--- src/rtl/ata_pio_pkg.sv ---
package ata_pio_pkg;
  typedef enum logic [2:0] {
    SQ_IDLE,
    SQ_SETUP,
    SQ_STROBE,
    SQ_RECOV,
    SQ_RESP
  } seq_state_t;
endpackage

--- src/rtl/ata_chan_decode.sv ---
module ata_chan_decode #(
  parameter int ADDR_W = 16,
  parameter logic [ADDR_W-1:0] LEG_CMD = 16'h01F0,
  parameter logic [ADDR_W-1:0] LEG_CTL = 16'h03F4
) (
  input  logic [ADDR_W-1:0] addr,
  input  logic              native,
  input  logic              enable,
  input  logic [ADDR_W-1:0] cmd_base,
  input  logic [ADDR_W-1:0] ctl_base,
  output logic              hit_cmd,
  output logic              hit_ctl
);
  localparam logic [ADDR_W-1:0] CMD_MASK = ~(ADDR_W'(7));
  localparam logic [ADDR_W-1:0] CTL_MASK = ~(ADDR_W'(3));

  logic [ADDR_W-1:0] cb, kb;

  always_comb begin
    cb = native ? cmd_base : LEG_CMD;
    kb = native ? ctl_base : LEG_CTL;
    hit_cmd = enable && (((addr ^ cb) & CMD_MASK) == '0);
    hit_ctl = enable && (((addr ^ kb) & CTL_MASK) == '0);
  end

  // a native channel never answers its legacy command window
  always_comb begin
    if (enable && native && (((addr ^ LEG_CMD) & CMD_MASK) == '0)
        && (((cmd_base ^ LEG_CMD) & CMD_MASK) != '0))
      assert_legacy_ignored_R4: assert (!hit_cmd);
  end
endmodule

--- src/rtl/ata_pio_seq.sv ---
module ata_pio_seq
  import ata_pio_pkg::*;
#(
  parameter int CNT_W = 4
) (
  input  logic             clk,
  input  logic             rst_n,
  input  logic             start,
  input  logic             start_hit,
  input  logic             start_two,
  input  logic [CNT_W-1:0] t_setup,
  input  logic [CNT_W-1:0] t_strobe,
  input  logic [CNT_W-1:0] t_recov,
  input  logic [31:0]      wdata,
  input  logic [15:0]      din,
  input  logic             rsp_ready,
  output logic             idle,
  output logic             cs_act,
  output logic             strb_act,
  output logic [15:0]      dout,
  output logic             rsp_valid,
  output logic [31:0]      rdata
);
  seq_state_t       st;
  logic [CNT_W-1:0] cnt, s_q, t_q, r_q, run;
  logic             half, two_q;
  logic [31:0]      wd_q, rd_q;

  always_ff @(posedge clk or negedge rst_n) begin
    if (!rst_n) begin
      st <= SQ_IDLE; cnt <= '0; s_q <= '0; t_q <= '0; r_q <= '0;
      half <= 1'b0; two_q <= 1'b0; wd_q <= '0; rd_q <= '0;
    end else begin
      case (st)
        SQ_IDLE: if (start) begin
          two_q <= start_two; s_q <= t_setup; t_q <= t_strobe; r_q <= t_recov;
          wd_q <= wdata; rd_q <= '0; half <= 1'b0;
          if (start_hit) begin st <= SQ_SETUP; cnt <= t_setup - 1'b1; end
          else st <= SQ_RESP;
        end
        SQ_SETUP:
          if (cnt == '0) begin st <= SQ_STROBE; cnt <= t_q - 1'b1; end
          else cnt <= cnt - 1'b1;
        SQ_STROBE:
          if (cnt == '0) begin
            if (half) rd_q[31:16] <= din; else rd_q[15:0] <= din;
            st <= SQ_RECOV; cnt <= r_q - 1'b1;
          end else cnt <= cnt - 1'b1;
        SQ_RECOV:
          if (cnt == '0) begin
            if (two_q && !half) begin half <= 1'b1; st <= SQ_SETUP; cnt <= s_q - 1'b1; end
            else st <= SQ_RESP;
          end else cnt <= cnt - 1'b1;
        SQ_RESP: if (rsp_ready) st <= SQ_IDLE;
        default: st <= SQ_IDLE;
      endcase
    end
  end

  // strobe run-length monitor used by the width check
  always_ff @(posedge clk or negedge rst_n) begin
    if (!rst_n) run <= '0;
    else if (st == SQ_STROBE) run <= run + 1'b1;
    else if (st == SQ_SETUP) run <= '0;
  end

  assign idle      = (st == SQ_IDLE);
  assign cs_act    = (st == SQ_SETUP) || (st == SQ_STROBE) || (st == SQ_RECOV);
  assign strb_act  = (st == SQ_STROBE);
  assign dout      = half ? wd_q[31:16] : wd_q[15:0];
  assign rsp_valid = (st == SQ_RESP);
  assign rdata     = rd_q;

  // the strobe lasted exactly the latched count
  assert_strobe_width_R7: assert property (@(posedge clk) disable iff (!rst_n)
    (st == SQ_RECOV) |-> (run == t_q));
  // a two-part access answers only after its second half
  assert_two_halves_R9: assert property (@(posedge clk) disable iff (!rst_n)
    (st == SQ_RESP && $past(st) == SQ_RECOV && two_q) |-> half);
endmodule

--- src/rtl/ata_pio_ctrl.sv ---
module ata_pio_ctrl #(
  parameter int ADDR_W = 16,
  parameter int FAST_W = 2,
  parameter logic [ADDR_W-1:0] PRI_CMD = 16'h01F0,
  parameter logic [ADDR_W-1:0] PRI_CTL = 16'h03F4,
  parameter logic [ADDR_W-1:0] SEC_CMD = 16'h0170,
  parameter logic [ADDR_W-1:0] SEC_CTL = 16'h0374,
  parameter int COMPAT_SETUP  = 3,
  parameter int COMPAT_STROBE = 8,
  parameter int COMPAT_RECOV  = 6
) (
  input  logic                  clk,
  input  logic                  rst_n,
  input  logic                  io_en,
  input  logic [1:0]            chan_en,
  input  logic [1:0]            native_mode,
  input  logic [2*ADDR_W-1:0]   native_cmd_base,
  input  logic [2*ADDR_W-1:0]   native_ctl_base,
  input  logic [3:0]            fast_en,
  input  logic [4*3*FAST_W-1:0] fast_timing,
  input  logic                  req_valid,
  output logic                  req_ready,
  input  logic                  req_write,
  input  logic [ADDR_W-1:0]     req_addr,
  input  logic [3:0]            req_be,
  input  logic [31:0]           req_wdata,
  output logic                  rsp_valid,
  input  logic                  rsp_ready,
  output logic                  rsp_hit,
  output logic [31:0]           rsp_rdata,
  output logic [1:0]            ata_cs1_n,
  output logic [1:0]            ata_cs3_n,
  output logic [1:0]            ata_rd_n,
  output logic [1:0]            ata_wr_n,
  output logic [2:0]            ata_da,
  output logic [15:0]           ata_dout,
  output logic                  ata_dout_oe,
  input  logic [31:0]           ata_din
);
  localparam int NCH   = 2;
  localparam int FLD_W = 3 * FAST_W;
  localparam int TM1   = (COMPAT_SETUP > COMPAT_STROBE) ? COMPAT_SETUP : COMPAT_STROBE;
  localparam int TM2   = (TM1 > COMPAT_RECOV) ? TM1 : COMPAT_RECOV;
  localparam int TMAX  = (TM2 > (1 << FAST_W)) ? TM2 : (1 << FAST_W);
  localparam int CNT_W = $clog2(TMAX + 1);

  logic [NCH-1:0] hit_cmd, hit_ctl, drv_shadow;

  for (genvar c = 0; c < NCH; c++) begin : g_dec
    ata_chan_decode #(
      .ADDR_W (ADDR_W),
      .LEG_CMD((c == 0) ? PRI_CMD : SEC_CMD),
      .LEG_CTL((c == 0) ? PRI_CTL : SEC_CTL)
    ) u_dec (
      .addr    (req_addr),
      .native  (native_mode[c]),
      .enable  (io_en && chan_en[c]),
      .cmd_base(native_cmd_base[c*ADDR_W +: ADDR_W]),
      .ctl_base(native_ctl_base[c*ADDR_W +: ADDR_W]),
      .hit_cmd (hit_cmd[c]),
      .hit_ctl (hit_ctl[c])
    );
  end

  // request classification
  logic             any_hit, sel_ch, sel_cmd, data_port, two, use_fast, fire;
  logic [1:0]       didx;
  logic [FLD_W-1:0] fld;
  logic [2:0]       da;
  logic [CNT_W-1:0] ts, tt, tr;

  always_comb begin
    any_hit   = |{hit_cmd, hit_ctl};
    sel_ch    = !(hit_cmd[0] || hit_ctl[0]);
    sel_cmd   = hit_cmd[sel_ch];
    da        = sel_cmd ? req_addr[2:0] : {1'b1, req_addr[1:0]};
    data_port = sel_cmd && (req_addr[2:0] == 3'd0);
    two       = data_port && (req_be == 4'hF);
    didx      = {sel_ch, drv_shadow[sel_ch]};
    use_fast  = data_port && fast_en[didx];
    fld       = fast_timing[didx*FLD_W +: FLD_W];
    ts = use_fast ? {{(CNT_W-FAST_W){1'b0}}, fld[FAST_W-1:0]} + 1'b1 : CNT_W'(COMPAT_SETUP);
    tt = use_fast ? {{(CNT_W-FAST_W){1'b0}}, fld[2*FAST_W-1:FAST_W]} + 1'b1 : CNT_W'(COMPAT_STROBE);
    tr = use_fast ? {{(CNT_W-FAST_W){1'b0}}, fld[3*FAST_W-1:2*FAST_W]} + 1'b1 : CNT_W'(COMPAT_RECOV);
  end

  logic idle, cs_act, strb_act;
  logic [15:0] seq_dout;
  logic [31:0] seq_rdata;
  logic ch_q, cmd_q, wr_q, narrow_q, hit_q;
  logic [2:0] da_q;

  assign req_ready = idle;
  assign fire      = req_valid && idle;

  always_ff @(posedge clk or negedge rst_n) begin
    if (!rst_n) begin
      ch_q <= 1'b0; cmd_q <= 1'b0; wr_q <= 1'b0; narrow_q <= 1'b0;
      hit_q <= 1'b0; da_q <= '0; drv_shadow <= '0;
    end else if (fire) begin
      ch_q <= sel_ch; cmd_q <= sel_cmd; wr_q <= req_write;
      narrow_q <= !data_port; hit_q <= any_hit; da_q <= da;
      if (any_hit && req_write && sel_cmd && req_addr[2:0] == 3'd6)
        drv_shadow[sel_ch] <= req_wdata[4];
    end
  end

  ata_pio_seq #(.CNT_W(CNT_W)) u_seq (
    .clk(clk), .rst_n(rst_n), .start(fire), .start_hit(any_hit), .start_two(two),
    .t_setup(ts), .t_strobe(tt), .t_recov(tr), .wdata(req_wdata),
    .din(ata_din[ch_q*16 +: 16]), .rsp_ready(rsp_ready),
    .idle(idle), .cs_act(cs_act), .strb_act(strb_act), .dout(seq_dout),
    .rsp_valid(rsp_valid), .rdata(seq_rdata)
  );

  for (genvar c = 0; c < NCH; c++) begin : g_pins
    assign ata_cs1_n[c] = !(cs_act && ch_q == c && cmd_q);
    assign ata_cs3_n[c] = !(cs_act && ch_q == c && !cmd_q);
    assign ata_rd_n[c]  = !(strb_act && ch_q == c && !wr_q);
    assign ata_wr_n[c]  = !(strb_act && ch_q == c && wr_q);
  end

  assign ata_da      = da_q;
  assign ata_dout    = narrow_q ? {8'h00, seq_dout[7:0]} : seq_dout;
  assign ata_dout_oe = cs_act && wr_q;
  assign rsp_hit     = hit_q;
  assign rsp_rdata   = narrow_q ? {24'h0, seq_rdata[7:0]} : seq_rdata;

  assert_one_select_R3: assert property (@(posedge clk) disable iff (!rst_n)
    $onehot0(~{ata_cs3_n, ata_cs1_n}));
  assert_strobe_in_select_R3: assert property (@(posedge clk) disable iff (!rst_n)
    (!(&ata_rd_n) || !(&ata_wr_n)) |-> !(&{ata_cs3_n, ata_cs1_n}));
  assert_disabled_quiet_R5: assert property (@(posedge clk) disable iff (!rst_n)
    (fire && !io_en) |=> (&{ata_cs3_n, ata_cs1_n}));
  assert_rsp_hold_R11: assert property (@(posedge clk) disable iff (!rst_n)
    (rsp_valid && !rsp_ready) |=> (rsp_valid && $stable(rsp_rdata)));
endmodule

--- config.mk ---
export PLATFORM = sky130hd
export DESIGN_NAME = ata_pio_ctrl
export DESIGN_NICKNAME = d
export VERILOG_FILES = /design/src/rtl/ata_pio_pkg.sv /design/src/rtl/ata_chan_decode.sv /design/src/rtl/ata_pio_seq.sv /design/src/rtl/ata_pio_ctrl.sv
export SDC_FILE = /design/constraint.sdc
export NUM_CORES = 1
export LEC_CHECK = 0
export CAP_MARGIN = 15
export CORE_MARGIN = 4
export CORE_UTILIZATION = 61
export CTS_CLUSTER_DIAMETER = 100
export DETAILED_ROUTE_END_ITERATION = 10
export DONT_BUFFER_PORTS = 1
export PLACE_DENSITY = 0.79
export SYNTH_ARGS = -nofsm -noshare
export SYNTH_HDL_FRONTEND = slang
export SYNTH_SLANG_ARGS = --single-unit
--- constraint.sdc ---
create_clock -name clk -period 6.2 [get_ports clk]
set_input_delay 1.24 -clock clk [delete_from_list [all_inputs] [get_ports clk]]
set_output_delay 1.24 -clock clk [all_outputs]
set_load 0.005 [all_outputs]
==> impl.org, run 1 <==
** Outcome
- Run status :: finished, final reports clean

** Global routing
- For this run, global-route usage on met3 was measured as 0.0745.
- The first global-routing pass estimated 25100 um of wire.
- GRT met1 Usage :: 0.321
- Maximum number of pins on one net before global-route repair :: 94
- Met2 Resource Use GR :: 0.443
- For this run, the total global-route usage over all layers was measured as 0.262.
- The layer flagged by global routing as most heavily used is met2.
- The via count of the first global-routing pass is 5211.
- The total overflow left after global routing is 0.
- The number of antenna violations at the first check in global routing was 1.

** Yosys
- Post-synth ARST share :: 1.00
- Yosys mapped the design onto 78 distinct sky130hd cell types.
- Fraction of the yosys area taken by sequential cells :: 0.364
- The compound-cell area share of the yosys netlist came to 0.157.
- Among all flip-flop cells after synthesis, the most frequent one is dfrtp_1.
- Of the total synthesized cell area, the portion taken by full adders, half adders and majority gates is 0.0157.
- Multiplexer share of the synthesized area :: 0.137
- Number of register bits inferred by synthesis :: 93
- Fraction of synthesized cell area in xor and xnor cells :: 0.0219
- Cell taking the most area after synthesis :: dfrtp_1
- Post-synth design cell area :: 0.00639 sq mm
- Largest family of logic cells by synthesized area :: simple AND/OR/NAND/NOR gates
- Number of flops mapped to enable cells by yosys :: 0
- Number of cells produced by synthesis :: 735
- Yosys attributes the largest share of cell area to dfrtp_1 36%, nand2_1 8.0%, mux2_2 7.4%.
- Number of nets in the synthesized netlist :: 929
- Yosys printed 0 warnings.
- Proportion of netlist area held by the largest area contributor :: 0.364
- Of the total synthesized cell area, the portion taken by AND, OR, NAND and NOR gates is 0.234.
- Avg Cell Area, Syn :: 8.70 sq um

** Drt
- Vias per std cell :: ~6.4
- Residual DRC count :: 0
- Routed WL per cell :: around 20 um
- Wires add up to between 15000 and 20000 um.
- The first detailed-routing pass took 6 iterations.
- Antenna violation net count after detailed routing :: 0
- Total via count in the routed design :: 5368
- After the first detailed-routing iteration, the DRC count stood at 618.

** Setup path
- The startpoint identified for the worst register-to-register timing path is u_seq.st[1].
- Traced cell by cell, the critical path runs through nor2_1, nand2_1, or3_1.
- CP bufs+invs :: 0
- Cell with the biggest individual delay on the critical path :: nand2_1
- In this design, the stage delay of the slowest critical-path cell is 560 ps.
- Data required time of the critical path :: roughly 5000 ps
- At the worst endpoint, the arrival time is about 2400 ps.
- STA classifies the critical path startpoint as a register.
- The worst setup path is captured at a primary output.
- Worst setup path category :: register to primary output
- Family of cells with the greatest summed delay on the critical path :: simple AND/OR/NAND/NOR gates
- Along the worst path, the maximum fanout reaches 20.
- Crit. Startpoint :: u_seq.st[0]

** STA
- Final setup violation count :: 0
- Achievable clock frequency :: around 280 MHz
- In the finished design, the share of the clock period the worst path needs comes to 0.584.
- The final-report max-slew violation count is 0.
- Worst setup skew after layout :: 18.5 ps
- The worst pin sits at a relative slew slack of 0.287.
- Summed negative setup slack over all endpoints :: 0 ps
- The smallest clock period supported by the final layout is computed as between 3000 and 4000 ps.
- Final-report hold violation count :: 0
- Transition time at the pin with the least slew margin :: 1070 ps
- Setup repair after global routing left no endpoint under its margin.

** Clocking
- Number of H-tree levels :: 3
- Register clock-pin slew on the reported worst setup and hold paths :: 120 ps
- The longest clock path from root to sink contains 2 buffers.
- The number of setup buffers added after CTS is 0.
- Number of CTS-inserted buffers :: 9
- The later pin in the worst-skew pair is clocked with a latency of 370 ps.
- The tree is rooted in a clkbuf_8.
- Clock tree synthesis found a total of 93 sinks.
- TritonCTS built the clock tree.
- Number of gates resized after CTS :: 0
- Hold bufs inserted after CTS :: 0

** Cells and area
- Share of the core filled with cells in the final layout :: 0.636
- Proportion of layout cells with a drive suffix above 1 :: 0.119
- Final standard cell area without fillers :: 0.00653 sq mm
- Compared with the post-synthesis result, the final layout area differs by 2.17%.
- Nets@finish :: 886
- Registers take 0.00233 sq mm.
- Fill cells :: 894
- For this run, the number of standard cells in the final layout without fillers is 834.
- Area of the multi-input gates :: between 0.003 and 0.004 sq mm

** Place
- Number of buffers added on ports :: 0
- Once placement completed, the tool counted placed cells totaling 816.
- After legalization and detailed placement, the total HPWL measured 12600 um.
- The placed instances occupy a cell area of 0.00629 sq mm.
- Weighted congestion reported at the end of routability-driven placement :: between 0.9 and 1

** Pwr
- Power per cell area :: 310 mW/mm^2
- IR analysis of the VDD net gives a maximum drop of approximately 0.22 mV.
- Summed over all cells, the static leakage comes to about 2.9 nW.

** Floorplanning
- After floorplanning, the core was divided into 37 placement rows.
- IO Pins :: 249
- The floorplan step set the die width to 110 um.
- Die boundary height :: 110 um
- Initial core utilization :: 0.622
- After floorplanning, the core was sized to cover between 0.01 and 0.015 sq mm.
- Full die area :: 0.0122 sq mm

** Run
- Max-cap violation count :: 0

** Hold path
- The worst hold path belongs to the class register to register.
- The worst hold path begins at u_seq.wd_q[24].
state kept, by name, indices dropped and copies added (netlist names), 2 cells and up:
signal       cells
u_seq.cnt        4
u_seq.t_q        4
u_seq.s_q        3
u_seq.wd_q      32
u_seq.st         3
drv_shadow       2
u_seq.r_q        3
ata_da           3
u_seq.rdata     32
placed cells by master, fill, tap and decap left out, types with 5 or more instances in the layout:
master    netlist  routed
inv_1          36      36
o21a_1          5       5
nand2b_1        8       8
o211ai_1        6       6
mux2_2         42      42
ha_1            8       8
nor3_1          9       9
dfrtp_1        93      93
a211oi_1       12      12
nand3_1        10      10
nor4_1          6       6
xor2_1          8       8
o21ai_0        26      26
clkbuf_8        0       9
nand2_1       137     137
a21oi_1        25      25
o22ai_1         5       5
nand4_1        10      10
nor2_1         50      49
nor2b_1        35      35
and3_1          7       7
mux2i_1        38      38
xnor2_1         8       8
worst min-delay path, stage by stage (launching register included):
cell and delay (ps):
dfrtp_1 360, nand2_1 50, nand2_1 50
final timing paths:
path / to / slack (ps) / cells after the start
worst max-delay path: ata_rd_n[0] / 2580 / 3
worst min-delay path: u_seq.wd_q[24] / 490 / 2
worst max register to register: u_seq.r_q[2] / 3260 / 5
worst min register to register: u_seq.wd_q[24] / 490 / 2
max in group asynchronous: u_seq.st[2] / 5490 / 0
min in group asynchronous: u_seq.rdata[1] / 560 / 0
layer usage:
layer  vias up  share of wire
li1       2464              -
met1      2533           0.37
met2       324           0.49
met3        47           0.11
met4         0          0.023
met5         -              0
area by class of cell:
class	count	share of cell area
Inverter	39	0.0224
Clock buffer	9	0.0190
Antenna cell	1	0.000383
Tap cell	136	0.0261
Clock inverter	7	0.0140
Timing Repair Buffer	3	0.00651
Multi-Input combinational cell	546	0.555
Sequential cell	93	0.356
Yosys cell counts, drive strengths merged, types with 12 or more instances:
library cell and instances:
nand2 138, buf 29, nor2 50, o21ai 28, nor2b 35, dfrtp 93
a21oi 25, a211oi 12, mux2 42, clkbuf 28, inv 39, mux2i 39
metrics by stage:
step / setup slack (ps) / hold WS, ps / total power, mW
floorplan: 2690 / 440 / 1.47
global placement: 2590 / 453 / 1.57
detailed placement: 2530 / 462 / 1.61
CTS: 2580 / 487 / 2.02
global route: 2410 / 513 / 2.17
finish: 2580 / 488 / 2.03
report_power, final:
part	internal, mW	leakage (nW)	switching (mW)
clock	0.164	0.106	0.248
combinational	0.307	1.58	0.403
sequential	0.767	1.20	0.138
cell families (layout without fill, tap and decap cells):
logic type,Yosys count,in the layout
AO/OA/AOI/OAI,137,137
XOR/XNOR,16,16
adder cells (fa/ha/maj),8,8
buffers and inverters,96,58
flip-flops,93,93
multiplexers,81,81
other,0,1
AND/OR/NAND/NOR,304,304
No activity file was read; power rests on OpenSTA's default activity.
==> inputs of run 2 (changes only) <==
- clock period: 6.2 -> 3.4 ns (I/O delays scaled with it)
==> impl.org, run 2 (synthesis results as in run 1) <==
** Drt
- Residual DRC count :: 0 (unchanged)
- The remaining antenna violation count after routing was 0 (unchanged).
- The total via count after detailed routing is 5343 (was 5368).
- The wire length reported by the detailed router was 16900 um (was 16500 um).
- Vias per std cell :: 6.39 (was 6.44)
- Number of design-rule violations left by the first detailed-router iteration :: 457 (was 618)
- The detailed-route wire length per cell came to 20.2 um (was 19.8 um).
- Count of TritonRoute iterations in the first routing pass :: 5 (was 6)

** Clocking
- Register clock-pin slew on the reported worst setup and hold paths :: 110 ps (was 120 ps)
- Number of H-tree levels :: 3 (unchanged)
- The insertion delay of the later-clocked pin in the worst-skew pair came to 370 ps (about the same).
- Buffer cell driving the clock tree root :: clkbuf_8 (unchanged)
- The clock sink total was 93 (unchanged).
- TritonCTS clock tree :: yes (unchanged)
- The total of hold buffers inserted after clock tree synthesis is 1 (was 0).
- Number of CTS-inserted buffers :: 9 (unchanged)
- The deepest clock path buffer count was 2 (unchanged).
- Number of setup buffers added after CTS :: 0 (unchanged)
- The post-cts repair resize count was 0 (unchanged).

** Floorplanning
- The floorplan core area is 0.0103 sq mm (unchanged).
- The total die area came to 0.0122 sq mm (unchanged).
- Die boundary height :: 110 um (unchanged)
- The boundary pin count came to 249 (unchanged).
- The die boundary width was 110 um (unchanged).
- Initial core utilization :: 0.622 (unchanged)
- The number of placement rows came to 37 (unchanged).

** Place
- Estimated wirelength of the detail-placed design :: 12900 um (was 12600 um)
- The routability congestion estimate came to 0.922 (was 0.909).
- Placement Setup Slack :: 321 ps (was 2530 ps)
- Number of buffers added on ports :: 0 (unchanged)

** Cells and area
- Syn-to-layout area delta :: 2.80% (was 2.17%)
- Leading cell types in the layout, fill and taps excluded :: 137 x nand2_1, 93 x dfrtp_1, 49 x nor2_1, 42 x mux2_2, 38 x mux2i_1 (unchanged)
- The number of fill cells in the layout is 885 (was 894).
- The area of the multi-input gates came to 0.00363 sq mm (unchanged).
- The final net count came to 889 (was 886).
- The final antenna diode count came to 0 (was 1).
- Sequential cell area :: 0.00233 sq mm (unchanged)
- The commonest non-fill, non-tap cell in the layout is nand2_1 (unchanged).
- Share of the core filled with cells in the final layout :: 0.639 (was 0.636)
- The share of final-layout standard cells stronger than drive strength 1 came to 0.123 (was 0.119).

** Setup path
- The cell family contributing the most delay on the critical path was simple AND/OR/NAND/NOR gates (unchanged).
- Cell with the biggest individual delay on the critical path :: dfrtp_1 (was nand2_1)
- The start-to-end type of the worst setup path is register to primary output (unchanged).
- CP max FO :: 20 (unchanged)
- CP bufs+invs :: 0 (unchanged)
- The launch point of the worst reg-to-reg path was u_seq.st[1] (unchanged).
- Critical-path cell list: nor2_1, or2_2, or3_1 (was nor2_1, nand2_1, or3_1).
- The required time at the worst-slack endpoint was 2720 ps (was 4960 ps).
- Crit path launch type :: register (unchanged)
- Crit. Startpoint :: u_seq.st[1] (was u_seq.st[0])
- The critical path arrival came to 2110 ps (was 2380 ps).
- The kind of end point of the critical path is a primary output (unchanged).
- The highest cell delay on the worst timing path is 750 ps (was 560 ps).

** Run
- Max-cap violation count :: 0 (unchanged)

** STA
- Transition time at the pin with the least slew margin :: 1080 ps (was 1070 ps)
- The count of final setup violators was 0 (unchanged).
- Worst setup skew after layout :: 10.9 ps (was 18.5 ps)
- The final total negative setup slack is 0 ps (unchanged).
- Number of pins exceeding their max-slew limit in the final report :: 0 (unchanged)
- Based on the critical path, the design can be clocked at up to between 300 and 400 MHz.
- Final-report hold violation count :: 0 (unchanged)
- Max transition margin :: 0.279 (was 0.287)
- Final period utilization :: 0.820
- The final worst-path setup slack came to 611 ps (was 2580 ps).
- Shortest period the worst path allows :: roughly 2800 ps
- Setup repair after global routing missed its margin :: false (unchanged)

** Global routing
- The aggregate global routing overflow was 0 (unchanged).
- First-pass GRT wire length :: 25400 um (was 25100 um)
- The via count of the first global-routing pass came to 5149 (was 5211).
- The maximum number of pins on one net before global-route repair came to 94 (unchanged).
- GRT Overall Usage :: 0.267 (was 0.262)
- The number of antenna violations at the first check in global routing was 0 (was 1).

** Pwr
- The power per standard cell area came to 570 mW/mm^2 (was 310 mW/mm^2).
- Cell Int Power :: 2.27 mW (was 1.24 mW)
- Total leakage power :: 2.91 nW (was 2.88 nW)
- The switching part of the total power came to 0.394 (was 0.389).
- Sequential share of power :: 0.439 (was 0.447)
- The net load switching power is 1.48 mW (was 0.789 mW).
- IR drop worst, VDD :: 0.562 mV (was 0.221 mV)
- Proportion of power drawn by combinational gates :: 0.357 (was 0.350)
- Clock share of power :: 0.204 (was 0.203)

** Hold path
- Type of the most critical hold path :: input port to async pin (was register to register)

** Outcome
- Run status :: finished, final reports clean (unchanged)
-- run 2: final timing paths --
kind	slack [ps]	end	depth (start not counted)
setup / recovery	610	ata_cs3_n[0]	3
hold / removal	200	u_seq.wd_q[30]	1
setup reg to reg	670	drv_shadow[1]	4
hold reg to reg	480	u_seq.wd_q[19]	2
max in group asynchronous	2800	ata_da[1]	1
min in group clk	410	u_seq.wd_q[5]	2
-- run 2: layout make-up --
class                   instances  share of cell area
multi-input cells             546               0.552
flip-flops and latches         93               0.354
well taps                     136              0.0259
inverters                      39              0.0223
clock buffers                   9              0.0188
clock inverters                 7              0.0139
repair buffers                  6              0.0129
-- run 2: per-layer routing --
layer	share of wire	GRT usage
met1	0.40	0.326
met2	0.50	0.471
met3	0.091	0.0740
met4	0.018	0.0589
met5	0	0
-- run 2: metrics by stage --
| step | power, mW | area, sq um | instances | hold WS [ps] |
|---|---|---|---|---|
| 2_1_floorplan | 2.68 | 6390 | 735 | 384 |
| 3_3_place_gp | 2.87 | 6300 | 818 | 386 |
| 3_5_place_dp | 2.95 | 6300 | 818 | 386 |
| 4_1_cts | 3.74 | 6540 | 835 | 233 |
| 5_1_grt | 4.01 | 6570 | 836 | 240 |
| 6_report | 3.75 | 6570 | 836 | 195 |
-- run 2: power groups by stage --
| stage | Combinational (mW) | Sequential, mW | Clock, mW |
|---|---|---|---|
| global placement | 1.19 | 1.68 | 0 |
| global route | 1.51 | 1.68 | 0.825 |
| detailed placement | 1.24 | 1.71 | 0 |
| floorplan | 1.14 | 1.54 | 0 |
| CTS | 1.27 | 1.68 | 0.784 |
| finish | 1.34 | 1.65 | 0.765 |
-- run 2: worst reg2reg max path, delay by kind of cell, from the launching register on --
family	cells	cell delay, ps
muxes	1	380
and+or+nand+nor	3	1620
DFF	1	630
